`src/rtl/lms_pkg.sv`:
```
package lms_pkg;
   typedef enum logic [1:0] {
      LMS_WIDE_EVEN   = 2'b00,
      LMS_WIDE_ODD    = 2'b01,
      LMS_MS_SIGNED   = 2'b10,
      LMS_MS_UNSIGNED = 2'b11
   } lms_op_e;

   // widening operations have op bit 1 clear; bit 0 then picks the odd lanes
   function automatic logic op_is_wide(input logic [1:0] op);
      return ~op[1];
   endfunction

   function automatic logic op_is_signed(input logic [1:0] op);
      return (op != LMS_MS_UNSIGNED);
   endfunction
endpackage

```
`src/rtl/lms_lane_mul.sv`:
```
module lms_lane_mul #(
   parameter int W = 16
) (
   input  logic [W-1:0]   a,
   input  logic [W-1:0]   b,
   input  logic           is_signed,
   output logic [2*W-1:0] prod
);
   localparam int EW = W + 1;
   localparam int FW = 2 * EW;

   logic signed [EW-1:0] a_ext;
   logic signed [EW-1:0] b_ext;
   logic signed [FW-1:0] full;

   always_comb begin
      a_ext = {is_signed & a[W-1], a};
      b_ext = {is_signed & b[W-1], b};
      full  = a_ext * b_ext;
      prod  = full[2*W-1:0];
   end
endmodule

```
`src/rtl/lms_lane_shift.sv`:
```
module lms_lane_shift #(
   parameter int W   = 16,
   parameter int SH1 = 7,
   parameter int SH2 = 15,
   parameter int SH3 = 16
) (
   input  logic [2*W-1:0] prod,
   input  logic           is_signed,
   input  logic [1:0]     sel,
   output logic [W-1:0]   res
);
   localparam int PW = 2 * W;
   localparam int AW = $clog2(PW) + 1;

   logic [AW-1:0] amt;
   logic [PW-1:0] shifted;

   always_comb begin
      unique case (sel)
         2'b00:   amt = '0;
         2'b01:   amt = AW'(SH1);
         2'b10:   amt = AW'(SH2);
         default: amt = AW'(SH3);
      endcase
      if (is_signed) shifted = $signed(prod) >>> amt;
      else           shifted = prod >> amt;
      res = shifted[W-1:0];
   end
endmodule

```
`src/rtl/lms_pack.sv`:
```
module lms_pack #(
   parameter int W     = 16,
   parameter int LANES = 4
) (
   input  logic [LANES*2*W-1:0] prods,
   input  logic [LANES*W-1:0]   shifted,
   input  logic [1:0]           op,
   output logic [LANES*W-1:0]   data
);
   import lms_pkg::*;

   localparam int PW    = 2 * W;
   localparam int HALVES = LANES / 2;

   logic [LANES*W-1:0] wide;

   for (genvar h = 0; h < HALVES; h++) begin : g_half
      always_comb begin
         if (op[0]) wide[h*PW +: PW] = prods[(2*h+1)*PW +: PW];
         else       wide[h*PW +: PW] = prods[(2*h)*PW +: PW];
      end
   end

   assign data = op_is_wide(op) ? wide : shifted;
endmodule

```
`src/rtl/lane_mulshift_unit.sv`:
```
module lane_mulshift_unit #(
   parameter int LANE_W = 16,
   parameter int LANES  = 4
) (
   input  logic                    clk,
   input  logic                    rst,
   input  logic                    in_valid,
   input  logic [1:0]              in_op,
   input  logic [1:0]              in_shift,
   input  logic [LANE_W*LANES-1:0] in_a,
   input  logic [LANE_W*LANES-1:0] in_b,
   output logic                    out_valid,
   output logic [LANE_W*LANES-1:0] out_data
);
   import lms_pkg::*;

   localparam int DATA_W = LANE_W * LANES;
   localparam int PROD_W = 2 * LANE_W;
   localparam int SH_MID = LANE_W / 2 - 1;
   localparam int SH_HI  = LANE_W - 1;
   localparam int SH_TOP = LANE_W;

   initial begin : param_chk
      assert (LANES >= 2 && LANES % 2 == 0)
         else $error("LANES must be even and at least 2");
      assert (LANE_W >= 4 && LANE_W % 2 == 0)
         else $error("LANE_W must be even and at least 4");
   end

   // stage 0: lane multipliers on the raw inputs
   logic [LANES*PROD_W-1:0] prod_c;
   logic                    mul_signed;

   assign mul_signed = op_is_signed(in_op);

   for (genvar i = 0; i < LANES; i++) begin : g_mul
      lms_lane_mul #(.W(LANE_W)) u_mul (
         .a         (in_a[i*LANE_W +: LANE_W]),
         .b         (in_b[i*LANE_W +: LANE_W]),
         .is_signed (mul_signed),
         .prod      (prod_c[i*PROD_W +: PROD_W])
      );
   end

   // stage 1 registers
   logic                    s1_valid;
   logic [LANES*PROD_W-1:0] s1_prod;
   logic [1:0]              s1_op;
   logic [1:0]              s1_shift;

   always_ff @(posedge clk) begin
      if (rst) begin
         s1_valid <= 1'b0;
         s1_prod  <= '0;
         s1_op    <= '0;
         s1_shift <= '0;
      end else begin
         s1_valid <= in_valid;
         if (in_valid) begin
            s1_prod  <= prod_c;
            s1_op    <= in_op;
            s1_shift <= in_shift;
         end
      end
   end

   // stage 2: per-lane shift and truncation, then packing
   logic [DATA_W-1:0] shifted_c;
   logic [DATA_W-1:0] packed_c;
   logic              s1_signed;

   assign s1_signed = op_is_signed(s1_op);

   for (genvar i = 0; i < LANES; i++) begin : g_shift
      lms_lane_shift #(
         .W   (LANE_W),
         .SH1 (SH_MID),
         .SH2 (SH_HI),
         .SH3 (SH_TOP)
      ) u_shift (
         .prod      (s1_prod[i*PROD_W +: PROD_W]),
         .is_signed (s1_signed),
         .sel       (s1_shift),
         .res       (shifted_c[i*LANE_W +: LANE_W])
      );
   end

   lms_pack #(.W(LANE_W), .LANES(LANES)) u_pack (
      .prods   (s1_prod),
      .shifted (shifted_c),
      .op      (s1_op),
      .data    (packed_c)
   );

   always_ff @(posedge clk) begin
      if (rst) begin
         out_valid <= 1'b0;
         out_data  <= '0;
      end else begin
         out_valid <= s1_valid;
         if (s1_valid) out_data <= packed_c;
      end
   end
endmodule

```
`config.mk`:
```
export PLATFORM = sky130hd
export DESIGN_NAME = lane_mulshift_unit
export DESIGN_NICKNAME = d
export VERILOG_FILES = /design/src/rtl/lms_pkg.sv /design/src/rtl/lms_lane_mul.sv /design/src/rtl/lms_lane_shift.sv /design/src/rtl/lms_pack.sv /design/src/rtl/lane_mulshift_unit.sv
export SDC_FILE = /design/constraint.sdc
export NUM_CORES = 2
export LEC_CHECK = 0
export ABC_AREA = 1
export BUFFER_PORTS_ARGS = -buffer_cell sky130_fd_sc_hd__buf_2
export CAP_MARGIN = 40
export CORE_ASPECT_RATIO = 0.7
export CORE_UTILIZATION = 66
export DETAILED_ROUTE_END_ITERATION = 10
export PLACE_DENSITY = 0.84
export SLEW_MARGIN = 25
export SYNTH_ARGS = -nofsm -noshare
export SYNTH_HDL_FRONTEND = slang
export SYNTH_SLANG_ARGS = --single-unit
```
`constraint.sdc`:
```
create_clock -name clk -period 7.3 [get_ports clk]
set_clock_uncertainty 0.1 [all_clocks]
set_input_delay 0.365 -clock clk [delete_from_list [all_inputs] [get_ports clk]]
set_output_delay 0.365 -clock clk [all_outputs]
set_load 0.01 [all_outputs]
```
; ---- Word-level counts from Yosys, hierarchy flattened
; Index checks and enable logic that the tools add are counted.
[totals]
elab_cells = 39
input_bits = 135
ff_bits = 198
output_inout_bits = 65
[classes]
mul = 4
muxes = 8
n_eq_ne = 4
n_reduce_logical = 1
n_shift = 8
n_bitwise = 8
[op_table]
columns = op, count
row1 = multiplier 17 x 17 -> 32 bit, 4
row2 = two-way mux 16 bit, 4
row3 = two-way mux 32 bit, 2
row4 = two-way mux 64 bit, 1
row5 = right shift 32 x 5 -> 16 bit, 2
row6 = right shift 32 x 6 -> 16 bit, 2
row7 = >>> shifter 32 x 5 -> 16 bit, 2
row8 = >>> shifter 32 x 6 -> 16 bit, 2
row9 = case mux 5 bit (3 select lines), 1
row10 = AND 1 bit, 8
row11 = != test 2 bit (second input constant), 2
row12 = == test 2 x 1 -> 1 bit (second input constant), 1
row13 = == test 2 bit (second input constant), 1
row14 = logical NOT 2 bit, 1

; ---- Depth between registers and ports, before layout
[depth]
word_depth = 5
ltp_mapped = 32
depth_no_buf = 29

; ---- Modules after synthesis
; From an unflattened synthesis, not the netlist that was laid out.
[hier_totals]
hier_cells = 8907
hier_area_um2 = 60479.3
[modules_own_cells]
columns = module, seq_area_each_um2, n_inst, cells_each, area_each_um2
row1 = lms_lane_mul (g_mul[1].u_mul ...), 0.0, 2, 1559, 11568.6
row2 = lms_lane_mul (g_mul[0].u_mul), 0.0, 1, 1556, 11451.0
row3 = lms_lane_mul (g_mul[3].u_mul), 0.0, 1, 1516, 11379.7
row4 = lane_mulshift_unit, 3963.8, 1, 1249, 8075.2
row5 = lms_lane_shift, 0.0, 4, 248, 1116.1
row6 = lms_pack, 0.0, 1, 476, 1971.9

; ---- Worst setup path before layout
; Ideal clock, no wire load.
[synth_timing]
path_kind = input -> register
start = input in_op[0]
end = register s1_prod[60]
setup_time_ns = 0.109
setup_slack_ns = 1.260
path_buffers = 4
required_time_ns = 7.091
cell_stages = 23
arrival_ns = 5.831
path_cell_list = nand2_1 > buf_4 > buf_2 > inv_2 > buf_2 > buf_2 > nor2_1 > fa_1 > inv_1 > fa_1 > inv_1 > fa_1 > fa_1 > fa_1 > fa_1 > ha_1 > nand2_1 > nor4_1 > nand3_1 > nand4_1 > nand3_1 > nand2_1 > inv_1
[synth_via]
elab_chain_cells = 3
word_cells_on_any_way = 4
cone_classes = 1 x mul / 1 x eq/ne / 2 x bitwise
[synth_lines]
columns = item, line_no
row1 = start: declaration, lane_mulshift_unit.sv:8  ; input logic [1:0] in_op,
row2 = != test 2 bit *, lms_pkg.sv:15  ; return (op != LMS_MS_UNSIGNED);
row3 = "AND 1 bit, on equally long branches", "lms_lane_mul.sv:17, lms_lane_mul.sv:18"
row4 = multiplier 17 x 17 -> 32 bit *, lms_lane_mul.sv:19  ; full = a_ext * b_ext;
row5 = end signal: assignment, lane_mulshift_unit.sv:60  ; s1_prod <= prod_c;
row6 = end: declaration, lane_mulshift_unit.sv:47  ; logic [LANES*PROD_W-1:0] s1_prod;
; Mark *: on every way between the ends. The rest lies on a longest branch, timed or not.
; A chain may end at the register's enable or synchronous reset.

; ---- Worst setup path in the final report
[layout_timing]
start = input in_a[47]
end = register s1_prod[93]
[layout_via]
elab_chain_cells = 2
[layout_lines]
columns = item, line_no
row1 = start: declaration, lane_mulshift_unit.sv:10  ; input logic [LANE_W*LANES-1:0] in_a,
row2 = AND 1 bit, lms_lane_mul.sv:17  ; a_ext = {is_signed & a[W-1], a};
row3 = multiplier 17 x 17 -> 32 bit *, lms_lane_mul.sv:19
; Marks and branches as above.

==> metrics.cfg <==
[clock_tree]
clockBufferDepth = 2
cts_setup_buffers = 0
cts.htree.levels = 4
clock_sinks = 198
cts_resized = 0
clk_latency_ns = 0.46
tritoncts = yes
path_clk_slew_ns = 0.08
clockRootBuffer = clkbuf_16
holdBufCountCts = 0
cts_buffers = 17

[synthesis]
synth_edf_count = 0
yosysWarningCount = 0
synth_area_per_cell_um2 = 7.309
synth_cell_types = 53
synth-seq-cells = 198
yosysSeqAreaShare_pct = 7.079
netlist_area_um2 = 55990
synthArstFlopShare_pct = 0
ys.flop_type = dfxtp_1
syn-num-nets = 9254
synthCells = 7661

[die]
die_h_um = 245.7
fp.dieW_um = 350.1
fp.dieArea_um2 = 86030
start_util_pct = 67.27
placeableCoreArea_um2 = 83240
num_rows = 88
io-pin-count = 200

[routing]
routedWlPerCell_um = 17.81
vias = 48500
dr.pass1.iters = 11
antenna_left = 0
drc = 1
drt_wl_total_um = 153600
first_iter_violations = 5336
vias_per_cell = 5.621

[timing]
fin_crit_sh_pct = 86.15
relSlewSlack_pct = 44.33
max_freq_mhz = 159.0
setup_viol = 0
fin_crit_ns = 6.289
hold_viol = 0
rsz0062_at_grt = no
worstMarginPinSlew_ns = 0.8350
slew_violations = 0
setup_tns_ns = 0

[global_routing]
grt_pass1_vias = 49300
grt_start_max_net_pins = 105
grt_overflow_total = 0
grt_antenna_before_repair = 4
grt_use_total_pct = 37.16
grt_pass1_wl_um = 254000

[critical_path]
startpoint_type = primary input
cp_common_cell = fa_1
path_buf_inv = 6
slowest_delay_ns = 0.60
cp_max_fo = 16
slowest_stage = fa_1
path_cells = buf_2 > nand2_1 > nor2_1 > inv_1 > fa_1 > inv_1 > fa_1 > inv_1 > fa_1 > fa_1 > fa_1 > fa_1 > inv_1 > ha_1 > nand2_1 > o21ai_0 > a21oi_1 > a21boi_0 > nand2_1 > nand2_1 > nand3_1 > nand2_1 > inv_1
required_ns = 7.56
arrival_ns = 6.55
worstSetupEndpointType = flip-flop
crit_type = in2reg
critPathTopFamily = adder cells

[final_layout]
synthToLayoutAreaGrowth_pct = 2.905
diodes = 0
layout-drive-gt1-share_pct = 4.452
final_cell_mix = 2128 x inv_1, 1722 x nand2_1, 1128 x fa_1
final_common_cell = inv_1
nets = 9083
fillers = 6925

[placed_design]
port_buffers = 199
place_hpwl_um = 126500
place_congestion = 1.012

[status]
status = finished, violations left
violations = design-rule violations

[flow_run]
max-cap-violations = 0

[hold_path]
hold_class = in2reg

==> final timing paths <==
| check | slack (ns) | end | cells after the start | start |
|---|---|---|---|---|
| worst min-delay path | 0.10 | s1_shift[1] | 3 | in_shift[1] |
| worst min register to register | 0.37 | out_data[26] | 2 | out_data[26] |
| worst max register to register | 4.02 | out_data[40] | 9 | s1_shift[0] |
| worst max-delay path | 1.01 | s1_prod[93] | 23 | in_a[47] |
==> synthesized netlist by cell type, types with 36 or more instances <==
| cell type | instances | area share [%] |
|---|---|---|
| clkbuf_1 | 326 | 2.2 |
| dfxtp_1 | 198 | 7.1 |
| fa_1 | 1128 | 40 |
| o21ai_0 | 422 | 3.8 |
| a31oi_1 | 64 | 0.72 |
| nand3_1 | 194 | 1.7 |
| ha_1 | 330 | 7.4 |
| a21oi_1 | 303 | 2.7 |
| buf_2 | 53 | 0.47 |
| nand2_1 | 1722 | 12 |
| o211ai_1 | 75 | 1.0 |
| nand4_1 | 46 | 0.51 |
| xor2_1 | 42 | 0.66 |
| inv_1 | 2129 | 14 |
| nor2_1 | 364 | 2.4 |
| nor3_1 | 36 | 0.32 |
==> sequential cells by signal, summed over array words and instances (netlist names) <==
name       flops
s1_op          2
out_data      64
s1_shift       2
s1_valid       1
out_valid      1
s1_prod      128
==> cells by family after synthesis <==
kind of cell	after synthesis	synth area share, %
buffers and inverters	2556	17.40
xor gates and xnor gates	60	0.9385
DFF	198	7.079
adders and majority gates	1458	47.70
and+or+nand+nor	2435	17.50
AOI/OAI and AO/OA	954	9.385
==> area by class of cell <==
class	instances	area [µm²]	share of cell area, %
Multi-Input combinational cell	4907	42300	73.41
Inverter	2140	8035	13.94
Sequential cell	198	3973	6.894
Tap cell	1125	1408	2.443
Timing Repair Buffer	226	1309	2.271
Clock buffer	18	439.2	0.7622
Clock inverter	14	157.7	0.2736
==> worst register-to-register path, delay by kind of cell, from the launching register on <==
family                     cells  cell delay, ns
buffers and inverters          3            0.91
adders and majority gates      1            0.59
DFF                            1            0.32
AOI/OAI and AO/OA              3            0.93
and+or+nand+nor                2            0.36
==> per-stage QoR <==
step	instance area, µm²	setup WS, ns	util, %	cells	hold WS [ns]
2_1_floorplan	56000	1.260	-	7661	0.3482
3_3_place_gp	56890	0.7091	68.35	8591	0.3541
3_5_place_dp	56940	0.5997	68.41	8593	0.3602
6_report	57620	1.011	69.22	8628	0.1014
4_1_cts	57540	1.056	69.12	8625	0.09309
5_1_grt	57620	0.6621	69.22	8628	0.1231
==> per-layer routing <==
layer,up-vias,wire (µm),global-route usage (%),part of all wire (%)
li1,22030,-,-,-
met1,23580,64250,54.16,42
met2,2581,67750,56.99,44
met3,301,17820,7.708,12
met4,4,3803,8.875,2.5
met5,-,27,0,0.018
Power is left out: the tool's default activity adds up to more than one toggle a clock period on the data nets, which glitch-free logic cannot reach.
